File: config.mk
export PLATFORM = sky130hd
export DESIGN_NAME = issue_interlock
export DESIGN_NICKNAME = d
export VERILOG_FILES = /design/src/rtl/il_pkg.sv /design/src/rtl/il_reg_track.sv /design/src/rtl/il_wb_ring.sv /design/src/rtl/il_div_fsm.sv /design/src/rtl/issue_interlock.sv
export SDC_FILE = /design/constraint.sdc
export NUM_CORES = 1
export LEC_CHECK = 0
export ABC_AREA = 1
export BUFFER_PORTS_ARGS = -buffer_cell sky130_fd_sc_hd__clkbuf_2
export CAP_MARGIN = 20
export CORE_MARGIN = 3
export CORE_UTILIZATION = 40
export CTS_CLUSTER_DIAMETER = 30
export DETAILED_ROUTE_END_ITERATION = 6
export PLACE_DENSITY = 0.54
export SLEW_MARGIN = 0
export SYNTH_ARGS = -nofsm -noshare
export SYNTH_HDL_FRONTEND = slang
export SYNTH_SLANG_ARGS = --single-unit
File: constraint.sdc
create_clock -name clk -period 3.81 [get_ports clk]
set_input_delay 0.5715 -clock clk [delete_from_list [all_inputs] [get_ports clk]]
set_output_delay 0.5715 -clock clk [all_outputs]
set_load 0.02 [all_outputs]
File: src/rtl/il_pkg.sv
package il_pkg;

    // Unit class as presented by the decoder
    typedef enum logic [1:0] {
        UNIT_INT = 2'd0,
        UNIT_MUL = 2'd1,
        UNIT_ADD = 2'd2,
        UNIT_DIV = 2'd3
    } unit_e;

    // Divider occupancy states
    typedef enum logic {
        DIV_IDLE = 1'b0,
        DIV_BUSY = 1'b1
    } div_state_e;

endpackage

File: src/rtl/il_reg_track.sv
// Per-register countdown of cycles until a pending result is forwardable.
module il_reg_track #(
    parameter int NREG = 32,
    parameter int CW   = 5,
    localparam int IW  = $clog2(NREG)
) (
    input  logic          clk,
    input  logic          rst,
    input  logic          set_en,
    input  logic [IW-1:0] set_idx,
    input  logic [CW-1:0] set_val,
    input  logic [IW-1:0] rd_a,
    input  logic [IW-1:0] rd_b,
    input  logic [IW-1:0] rd_d,
    output logic [CW-1:0] cnt_a,
    output logic [CW-1:0] cnt_b,
    output logic [CW-1:0] cnt_d
);

    logic [CW-1:0] cnt_arr [NREG];

    for (genvar g = 0; g < NREG; g++) begin : g_reg
        logic [CW-1:0] cnt_q;
        always_ff @(posedge clk) begin
            if (rst) begin
                cnt_q <= '0;
            end else if (set_en && set_idx == IW'(g)) begin
                cnt_q <= set_val;
            end else if (cnt_q != '0) begin
                cnt_q <= cnt_q - 1'b1;
            end
        end
        assign cnt_arr[g] = cnt_q;
    end

    assign cnt_a = cnt_arr[rd_a];
    assign cnt_b = cnt_arr[rd_b];
    assign cnt_d = cnt_arr[rd_d];

endmodule

File: src/rtl/il_wb_ring.sv
// Shift vector of reserved write-back cycles; bit k set = a write lands k cycles from now.
module il_wb_ring #(
    parameter int DEPTH = 26,
    localparam int SW   = $clog2(DEPTH)
) (
    input  logic          clk,
    input  logic          rst,
    input  logic          rsv_en,
    input  logic [SW-1:0] rsv_at,
    input  logic [SW-1:0] probe_at,
    output logic          taken
);

    logic [DEPTH-1:0] slot;

    for (genvar k = 0; k < DEPTH; k++) begin : g_slot
        logic bit_q;
        logic shift_in;
        if (k < DEPTH - 1) begin : g_mid
            assign shift_in = slot[k+1];
        end else begin : g_top
            assign shift_in = 1'b0;
        end
        always_ff @(posedge clk) begin
            if (rst) begin
                bit_q <= 1'b0;
            end else begin
                bit_q <= shift_in | (rsv_en && rsv_at == SW'(k + 1));
            end
        end
        assign slot[k] = bit_q;
    end

    assign taken = slot[probe_at];

endmodule

File: src/rtl/il_div_fsm.sv
// Occupancy tracker for the non-pipelined divider.
module il_div_fsm
    import il_pkg::*;
#(
    parameter int II = 25,
    parameter int CW = 5
) (
    input  logic clk,
    input  logic rst,
    input  logic start,
    output logic busy
);

    div_state_e    state_q, state_d;
    logic [CW-1:0] cnt_q, cnt_d;

    always_ff @(posedge clk) begin
        if (rst) begin
            state_q <= DIV_IDLE;
            cnt_q   <= '0;
        end else begin
            state_q <= state_d;
            cnt_q   <= cnt_d;
        end
    end

    always_comb begin
        state_d = state_q;
        cnt_d   = cnt_q;
        unique case (state_q)
            DIV_IDLE: begin
                if (start) begin
                    state_d = DIV_BUSY;
                    cnt_d   = CW'(II - 2);
                end
            end
            DIV_BUSY: begin
                if (cnt_q == '0) begin
                    state_d = DIV_IDLE;
                end else begin
                    cnt_d = cnt_q - 1'b1;
                end
            end
        endcase
    end

    always_comb begin
        busy = (state_q == DIV_BUSY);
    end

endmodule

File: src/rtl/issue_interlock.sv
module issue_interlock
    import il_pkg::*;
#(
    parameter int NREG       = 32,
    parameter int INT_STAGES = 1,
    parameter int MUL_STAGES = 7,
    parameter int ADD_STAGES = 4,
    parameter int DIV_STAGES = 25,
    parameter int DIV_II     = 25,
    localparam int IW        = $clog2(NREG),
    localparam int DEPTH     = DIV_STAGES + 1,
    localparam int CW        = $clog2(DEPTH)
) (
    input  logic          clk,
    input  logic          rst,
    input  logic          in_valid,
    input  logic [1:0]    in_unit,
    input  logic [IW-1:0] in_dst,
    input  logic          in_dst_en,
    input  logic [IW-1:0] in_srca,
    input  logic          in_srca_en,
    input  logic [IW-1:0] in_srcb,
    input  logic          in_srcb_en,
    output logic          issue,
    output logic          stall,
    output logic          haz_struct,
    output logic          haz_raw,
    output logic          haz_waw
);

    unit_e         unit;
    logic [CW-1:0] stages;
    logic [CW-1:0] cnt_a, cnt_b, cnt_d;
    logic          slot_taken, div_busy, is_div;
    logic          s_hit, r_hit, w_hit;

    assign unit   = unit_e'(in_unit);
    assign is_div = (unit == UNIT_DIV);

    always_comb begin
        unique case (unit)
            UNIT_INT: stages = CW'(INT_STAGES);
            UNIT_MUL: stages = CW'(MUL_STAGES);
            UNIT_ADD: stages = CW'(ADD_STAGES);
            UNIT_DIV: stages = CW'(DIV_STAGES);
        endcase
    end

    il_reg_track #(.NREG(NREG), .CW(CW)) track_i (
        .clk     (clk),
        .rst     (rst),
        .set_en  (issue && in_dst_en),
        .set_idx (in_dst),
        .set_val (stages - 1'b1),
        .rd_a    (in_srca),
        .rd_b    (in_srcb),
        .rd_d    (in_dst),
        .cnt_a   (cnt_a),
        .cnt_b   (cnt_b),
        .cnt_d   (cnt_d)
    );

    il_wb_ring #(.DEPTH(DEPTH)) ring_i (
        .clk      (clk),
        .rst      (rst),
        .rsv_en   (issue),
        .rsv_at   (stages),
        .probe_at (stages),
        .taken    (slot_taken)
    );

    il_div_fsm #(.II(DIV_II), .CW(CW)) div_i (
        .clk   (clk),
        .rst   (rst),
        .start (issue && is_div),
        .busy  (div_busy)
    );

    always_comb begin
        r_hit = (in_srca_en && cnt_a != '0) || (in_srcb_en && cnt_b != '0);
        w_hit = in_dst_en && cnt_d != '0 && stages <= cnt_d;
        s_hit = slot_taken || (is_div && div_busy);
    end

    always_comb begin
        haz_raw    = in_valid && r_hit;
        haz_waw    = in_valid && w_hit;
        haz_struct = in_valid && s_hit;
        stall      = in_valid && (r_hit || w_hit || s_hit);
        issue      = in_valid && !(r_hit || w_hit || s_hit);
    end

endmodule

==> results of run 1 <==
## worst max-delay path, cell delays in order
cell	delay [ns]
clkbuf_4	0.16
buf_4	0.16
nand2_2	0.10
buf_6	0.16
nor2_1	0.05
nor2_1	0.17
nand2_1	0.13
nand2_1	0.07
nand2_1	0.05
nor2_1	0.08
nand2_1	0.07
nand2_1	0.11
ha_1	0.25
nand2_1	0.08
o22ai_1	0.09
nand2_1	0.05
o21bai_2	0.13
nand2_2	0.12
nor3_4	0.35
buf_6	0.18
## placed cells by master (no fill, tap or decap), drive strengths merged
master / n
diode: 2
mux2i: 1
xnor2: 15
o211ai: 3
xor2: 82
nand4: 87
a21o: 1
buf: 100
o221ai: 1
ha: 78
a31oi: 11
a22oi: 1
a21oi: 187
dfxtp: 192
o21a: 3
clkbuf: 40
nand3b: 1
inv: 264
nand2: 606
or2: 11
o22ai: 2
clkinvlp: 2
nor2: 283
o21bai: 4
clkinv: 8
nor3b: 2
o31ai: 2
o2111ai: 1
o21ai: 129
nor3: 52
nand3: 233
## per-layer routing
metal  track usage [%]  part of all wire [%]
met5                 0                     0
met4              10.9                   3.7
met3              5.96                   9.0
met2              43.6                    43
met1              37.4                    44
## state kept, by name, summed over array words and instances (netlist names)
register,count
track_i.g.cnt_q,160
ring_i.g_slot.shift_in,24
div_i.cnt_q,5
ring_i.g_slot.bit_q,2
div_i.busy,1
## final timing paths
| check | start | to |
|---|---|---|
| setup reg to reg | track_i.g_reg[17].cnt_q[0] | track_i.g_reg[7].cnt_q[0] |
| setup / recovery | in_dst[1] | issue |
| hold reg to reg | ring_i.g_slot[11].shift_in | ring_i.g_slot[10].shift_in |
| hold / removal | ring_i.g_slot[11].shift_in | ring_i.g_slot[10].shift_in |
## stage by stage
| stage | instances | hold slack, ns | setup TNS [ns] |
|---|---|---|---|
| after floorplan | 2350 | 0.388 | 0 |
| after global placement | 2822 | 0.398 | -1.27 |
| after detailed placement | 2822 | 0.399 | -2.95 |
| after CTS | 2854 | 0.412 | 0 |
| after global routing | 2859 | 0.431 | -0.0356 |
| final | 2859 | 0.403 | 0 |
## report_power, final
group          leakage, nW  switching [W]  internal, W  total (W)
combinational         5.84        0.00476      0.00309    0.00785
clock                0.277       0.000955     0.000871    0.00183
sequential            1.58       0.000870      0.00284    0.00371
## what timing repair did
action | CTS | global route
buffers inserted | 0 | 2
setup endpoints to repair | 2 | 3
pin swaps | 0 | 5
cloned | 0 | 1
endpoints found under the hold margin | 0 | 0
resized for setup | 2 | 30
hold buffers | 0 | 0
## cells by family after synthesis
kind of cell	synth area share (%)
simple gates	38.2
compound gates	12.4
buf+inv	9.92
mux	0.0696
fa+ha+maj	6.78
flops	26.7
xor+xnor	5.90
## cell type report
| cell class | count | area, µm² |
|---|---|---|
| clock inverters | 15 | 150 |
| inverters | 259 | 977 |
| fillers | 3678 | 18800 |
| repair buffers | 123 | 1040 |
| multi-input cells | 1796 | 9160 |
| clock buffers | 17 | 425 |
| well taps | 455 | 569 |
| diodes | 2 | 5.00 |
| flip-flops and latches | 192 | 3840 |
==> flow_summary_export.csv, run 1 <==
group,metric,value,unit
grt,grt-ovfl-total,0,
yosys,ys.flop_type,"dfxtp_1",
floorplan,pin_count,28,
yosys,synth_commonest_cells,"nand2_1, nor2_1, inv_1",
detailed_routing,wl,54200,µm
cts,cts_sinks,192,
yosys,post-synth-top-count-cell,"nand2_1",
sta,hold_violations,0,
cts,cts_buffers,17,
sta,max_freq,0.270,GHz
detailed_routing,wire_per_inst,19.0,µm
sta,rsz0062_at_grt,"yes",
yosys,yosysWarnings,0,
sta,setup_ws,0.101,ns
floorplan,die_h,196,µm
worst_setup_path,start_kind,"input port",
detailed_routing,vias,15700,
yosys,synthCells,2350,
grt,grt_usage,27.8,%
hold_path,hold_depth,2,
floorplan,fp.coreArea,0.0350,mm²
yosys,synth_edf_count,0,
cts,path_clk_slew,0.08,ns
yosys,synthTopCellsByArea,"dfxtp_1, nand2_1, nand3_1",
final_layout,areaGrowthSynthToFinish,12.4,%
sta,finalSetupViolations,0,
cts,cts_buffer_depth,2,
floorplan,rows,68,
status,outcome,"complete, no violations",
final_layout,utilization,46.2,%
worst_setup_path,worstSetupPathType,"input port to output pin",
cts,h-tree-depth,4,
grt,antenna_found_initial,2,
sta,drv_slew,0,
detailed_routing,drc,0,
grt,grt_max_degree,57,
power,p_per_area,827,mW/mm²
placed_design,postPlaceCellArea,0.0155,mm²
yosys,ys_types,40,
final_layout,nNetsFinal,2490,
yosys,syn_area,0.0144,mm²
yosys,synth-seq-cells,192,
final_layout,fin_area,0.0162,mm²
yosys,synth_nets,2451,
detailed_routing,routed_via_density,5.48,
power,total_power,0.0134,W
sta,fin_crit_sh,97.4,%
placed_design,hpwl,38700,µm
placed_design,gp_congestion,0.979,
worst_setup_path,r2r.worst_path.cells,21,
sta,worst_slew_pin_slew,0.809,ns
yosys,ys_async_sr_fraction,0,%
flow_run,max_cap_viol_count,0,
worst_setup_path,critPathArrivalTime,3.14,ns
detailed_routing,ant_nets,0,
power,p_leak,7.70,nW
grt,grt_pass1_wl,83500,µm
worst_setup_path,crit_required,3.24,ns
floorplan,die_area,0.0383,mm²
placed_design,numPortBuffers,27,
worst_setup_path,r2r_slack,0.50,ns
hold_path,holdCritPathClass,"flop to flop",
cts,cts_tree,"built",
sta,finClkSkew,0.0174,ns
detailed_routing,drtIter0Drc,1522,
sta,maxSlewHeadroom,46.1,%
worst_setup_path,cp-end-kind,"output pin",
power,vdd_drop_max,0.439,mV
detailed_routing,first_pass_iters,6,
yosys,avgSynthCellArea,6.12,µm²
final_layout,drive_above_1_share,8.24,%
cts,cts_root_buf,"clkbuf_16",
placed_design,dpl_worst_slack,-0.116,ns
cts,clkLatencyLatePin,0.47,ns
yosys,synth_area_leader_cell,"dfxtp_1",
grt,grt_pass1_vias,14700,
sta,period_minus_slack,3.71,ns
yosys,yosys.area.top_type_share,26.7,%
worst_setup_path,worstPathMaxFanout,7,
floorplan,die_w,196,µm
floorplan,initial_core_util,41.1,%
yosys,synth-seq-area-share,26.7,%
No activity file was read; power rests on OpenSTA's default activity.
==> run 2: changes to the inputs <==
--- a/config.mk
+++ b/config.mk
@@ -8,7 +8,6 @@
 export ABC_AREA = 1
 export BUFFER_PORTS_ARGS = -buffer_cell sky130_fd_sc_hd__clkbuf_2
 export CAP_MARGIN = 20
-export CORE_MARGIN = 3
 export CORE_UTILIZATION = 40
 export CTS_CLUSTER_DIAMETER = 30
 export DETAILED_ROUTE_END_ITERATION = 6
==> run 2 against run 1 <==
  * Maximum frequency up 0.32%
  * Non-clock buffer count fell by 4
  * Cell count unchanged
  * Clock power up 3%
  * Total power is 0.51% higher
  * Worst setup slack gained 0.012 ns
  * Critical path depth did not move
  * Global-route usage grew 2.5 points
  * First-iteration DRC count is 3.0% higher
  * Hold slack improved by 0.0016 ns
  * Clock-buffer cell count is 1 higher
  * Critical endpoint unchanged
==> flow_summary_export.csv, run 2 (synthesized netlist as in run 1, its figures left out) <==
group,metric,value,unit
sta,worst_slew_pin_slew,0.681,ns
final_layout,diodes,0,
final_layout,largest_register_ffs,160,
status,outcome,"complete, no violations",
detailed_routing,drtIter0Drc,1567,
detailed_routing,routed_via_density,5.50,
cts,cts_tree,"built",
worst_setup_path,critPathTopFamily,"simple AND/OR/NAND/NOR gates",
worst_setup_path,path_buf_inv,4,
sta,finalSetupViolations,0,
floorplan,die_area,0.0367,mm²
final_layout,nNetsFinal,2486,
detailed_routing,wl,54600,µm
sta,max_freq,0.270,GHz
detailed_routing,vias,15700,
final_layout,drive_above_1_share,8.22,%
grt,antenna_found_initial,0,
final_layout,fin_area,0.0161,mm²
worst_setup_path,cp-end-kind,"output pin",
detailed_routing,wire_per_inst,19.1,µm
worst_setup_path,crit_top_cell,"nand2_1",
sta,hold_violations,0,
final_layout,top_register,"track_i.g.cnt_q",
placed_design,gp_congestion,0.974,
worst_setup_path,start_kind,"input port",
power,p_per_area,833,mW/mm²
sta,fin_crit_sh,97.0,%
worst_setup_path,cp-startpoint,"in_dst[1]",
detailed_routing,ant_nets,0,
flow_run,max_cap_viol_count,0,
worst_setup_path,critical-path-slowest-cell,"nor3_4",
worst_setup_path,crit_chain,"clkbuf_4 > nand2_4 > buf_8 > nor2_1 > a21oi_1 > nand2_1 > a21oi_1 > nand2_1 > nand2_1 > inv_1 > ha_1 > o21bai_1 > a21oi_2 > nor2_1 > o22ai_1 > nand2_1 > o21bai_2 > nand2_2 > nor3_4 > buf_6",
worst_setup_path,slowest_delay,0.31,ns
cts,cts_hold_buf,0,
placed_design,numPortBuffers,27,
floorplan,die_w,192,µm
floorplan,rows,69,
worst_setup_path,r2r.worst_path.cells,24,
worst_setup_path,critPathArrivalTime,3.13,ns
final_layout,final_common_cell,"nand2_1",
cts,clkLatencyLatePin,0.47,ns
hold_path,worstHoldStart,"ring_i.g_slot[12].shift_in",
floorplan,die_h,192,µm
worst_setup_path,r2r-start,"track_i.g_reg[19].cnt_q[0]",
final_layout,final_cell_mix,"nand2_1, nor2_1, inv_1",
grt,grt_max_degree,97,
final_layout,nFillCells,3843,
worst_setup_path,worstPathMaxFanout,12,
detailed_routing,drc,0,
hold_path,hold_depth,2,
floorplan,initial_core_util,40.6,%
floorplan,pin_count,28,
placed_design,postPlaceCellArea,0.0154,mm²
cts,cts_sinks,192,
worst_setup_path,worstSetupPathType,"input port to output pin",
sta,drv_slew,0,
sta,finClkSkew,0.0202,ns
power,p_leak,7.69,nW
grt,grt_pass1_wl,84400,µm
worst_setup_path,r2r-end,"div_i.cnt_q[4]",
sta,period_minus_slack,3.70,ns
hold_path,min_to,"ring_i.g_slot[11].shift_in",
cts,cts_buffers,17,
cts,path_clk_slew,0.09,ns
grt,grt_pass1_vias,14700,
final_layout,utilization,45.5,%
cts,h-tree-depth,4,
worst_setup_path,crit_required,3.24,ns
final_layout,areaGrowthSynthToFinish,12.2,%
cts,cts_root_buf,"clkbuf_16",
worst_setup_path,r2r_slack,0.32,ns
grt,grt-ovfl-total,0,
power,vdd_drop_max,0.472,mV
detailed_routing,first_pass_iters,5,
floorplan,fp.coreArea,0.0355,mm²
placed_design,hpwl,39300,µm
sta,maxSlewHeadroom,54.2,%
hold_path,holdCritPathClass,"flop to flop",
cts,cts_buffer_depth,2,
grt,grt_usage,30.3,%
-- run 2: where the power goes --
group / switching (W) / internal, W
Clock: 0.000937 / 0.000942
Combinational: 0.00477 / 0.00307
Sequential: 0.000895 / 0.00284
-- run 2: stage by stage --
stage | TNS, ns | hold slack [ns] | power (W) | worst slack [ns] | cells
final | 0 | 0.405 | 0.0134 | 0.113 | 2859
after global routing | -0.0133 | 0.418 | 0.0148 | -0.0133 | 2859
after CTS | -0.0302 | 0.410 | 0.0133 | -0.0302 | 2857
after detailed placement | -1.86 | 0.398 | 0.0114 | -0.126 | 2824
after global placement | -0.252 | 0.395 | 0.0113 | -0.0533 | 2824
after floorplan | 0 | 0.388 | 0.00953 | 0.192 | 2350
-- run 2: worst max-delay path by stage --
stage | to | slack [ns] | cells past startpoint
4_1_cts | stall | -0.03 | 24
3_3_place_gp | track_i.g_reg[23].cnt_q[1] | -0.05 | 25
5_1_grt | issue | -0.01 | 22
6_report | issue | 0.11 | 20
3_5_place_dp | track_i.g_reg[23].cnt_q[2] | -0.13 | 26
2_1_floorplan | stall | 0.19 | 22
-- run 2: cell type report --
cell class,count,area [µm²],share of cell area [%]
clock buffer,18,439,2.72
sequential,192,3840,23.8
clock inverter,14,150,0.930
tap,461,577,3.57
timing repair buffer,119,983,6.09
multi-input combinational,1796,9180,56.8
inverter,259,977,6.05
-- run 2: worst register-to-register path, stage by stage (launching register included) --
cell	delay, ns
dfxtp_1	0.35
inv_1	0.16
nor2_1	0.08
a21oi_1	0.18
nand2_1	0.11
a21oi_1	0.18
nand2_1	0.09
nand2_1	0.08
inv_1	0.05
ha_1	0.18
o21bai_1	0.17
a21oi_2	0.07
nor2_1	0.08
o22ai_1	0.06
nand2_1	0.06
o21bai_2	0.14
nand2_2	0.13
nor3_4	0.31
buf_4	0.17
buf_4	0.13
buf_4	0.13
nand2_1	0.16
nand2_1	0.19
nand2_1	0.06
a21oi_1	0.11
-- run 2: routing by layer --
| layer | wire length, µm | global-route usage (%) |
|---|---|---|
| met3 | 3930 | 4.60 |
| met5 | 0 | 0 |
| met4 | 1500 | 10.7 |
| met1 | 24600 | 40.8 |
| met2 | 24600 | 48.7 |
-- run 2: repair_timing --
action / in CTS / in global routing
setup buffers: 1 / 1
gates resized for setup: 1 / 40
setup endpoints to repair: 2 / 3
gates cloned: 0 / 1
pin swaps: 0 / 3
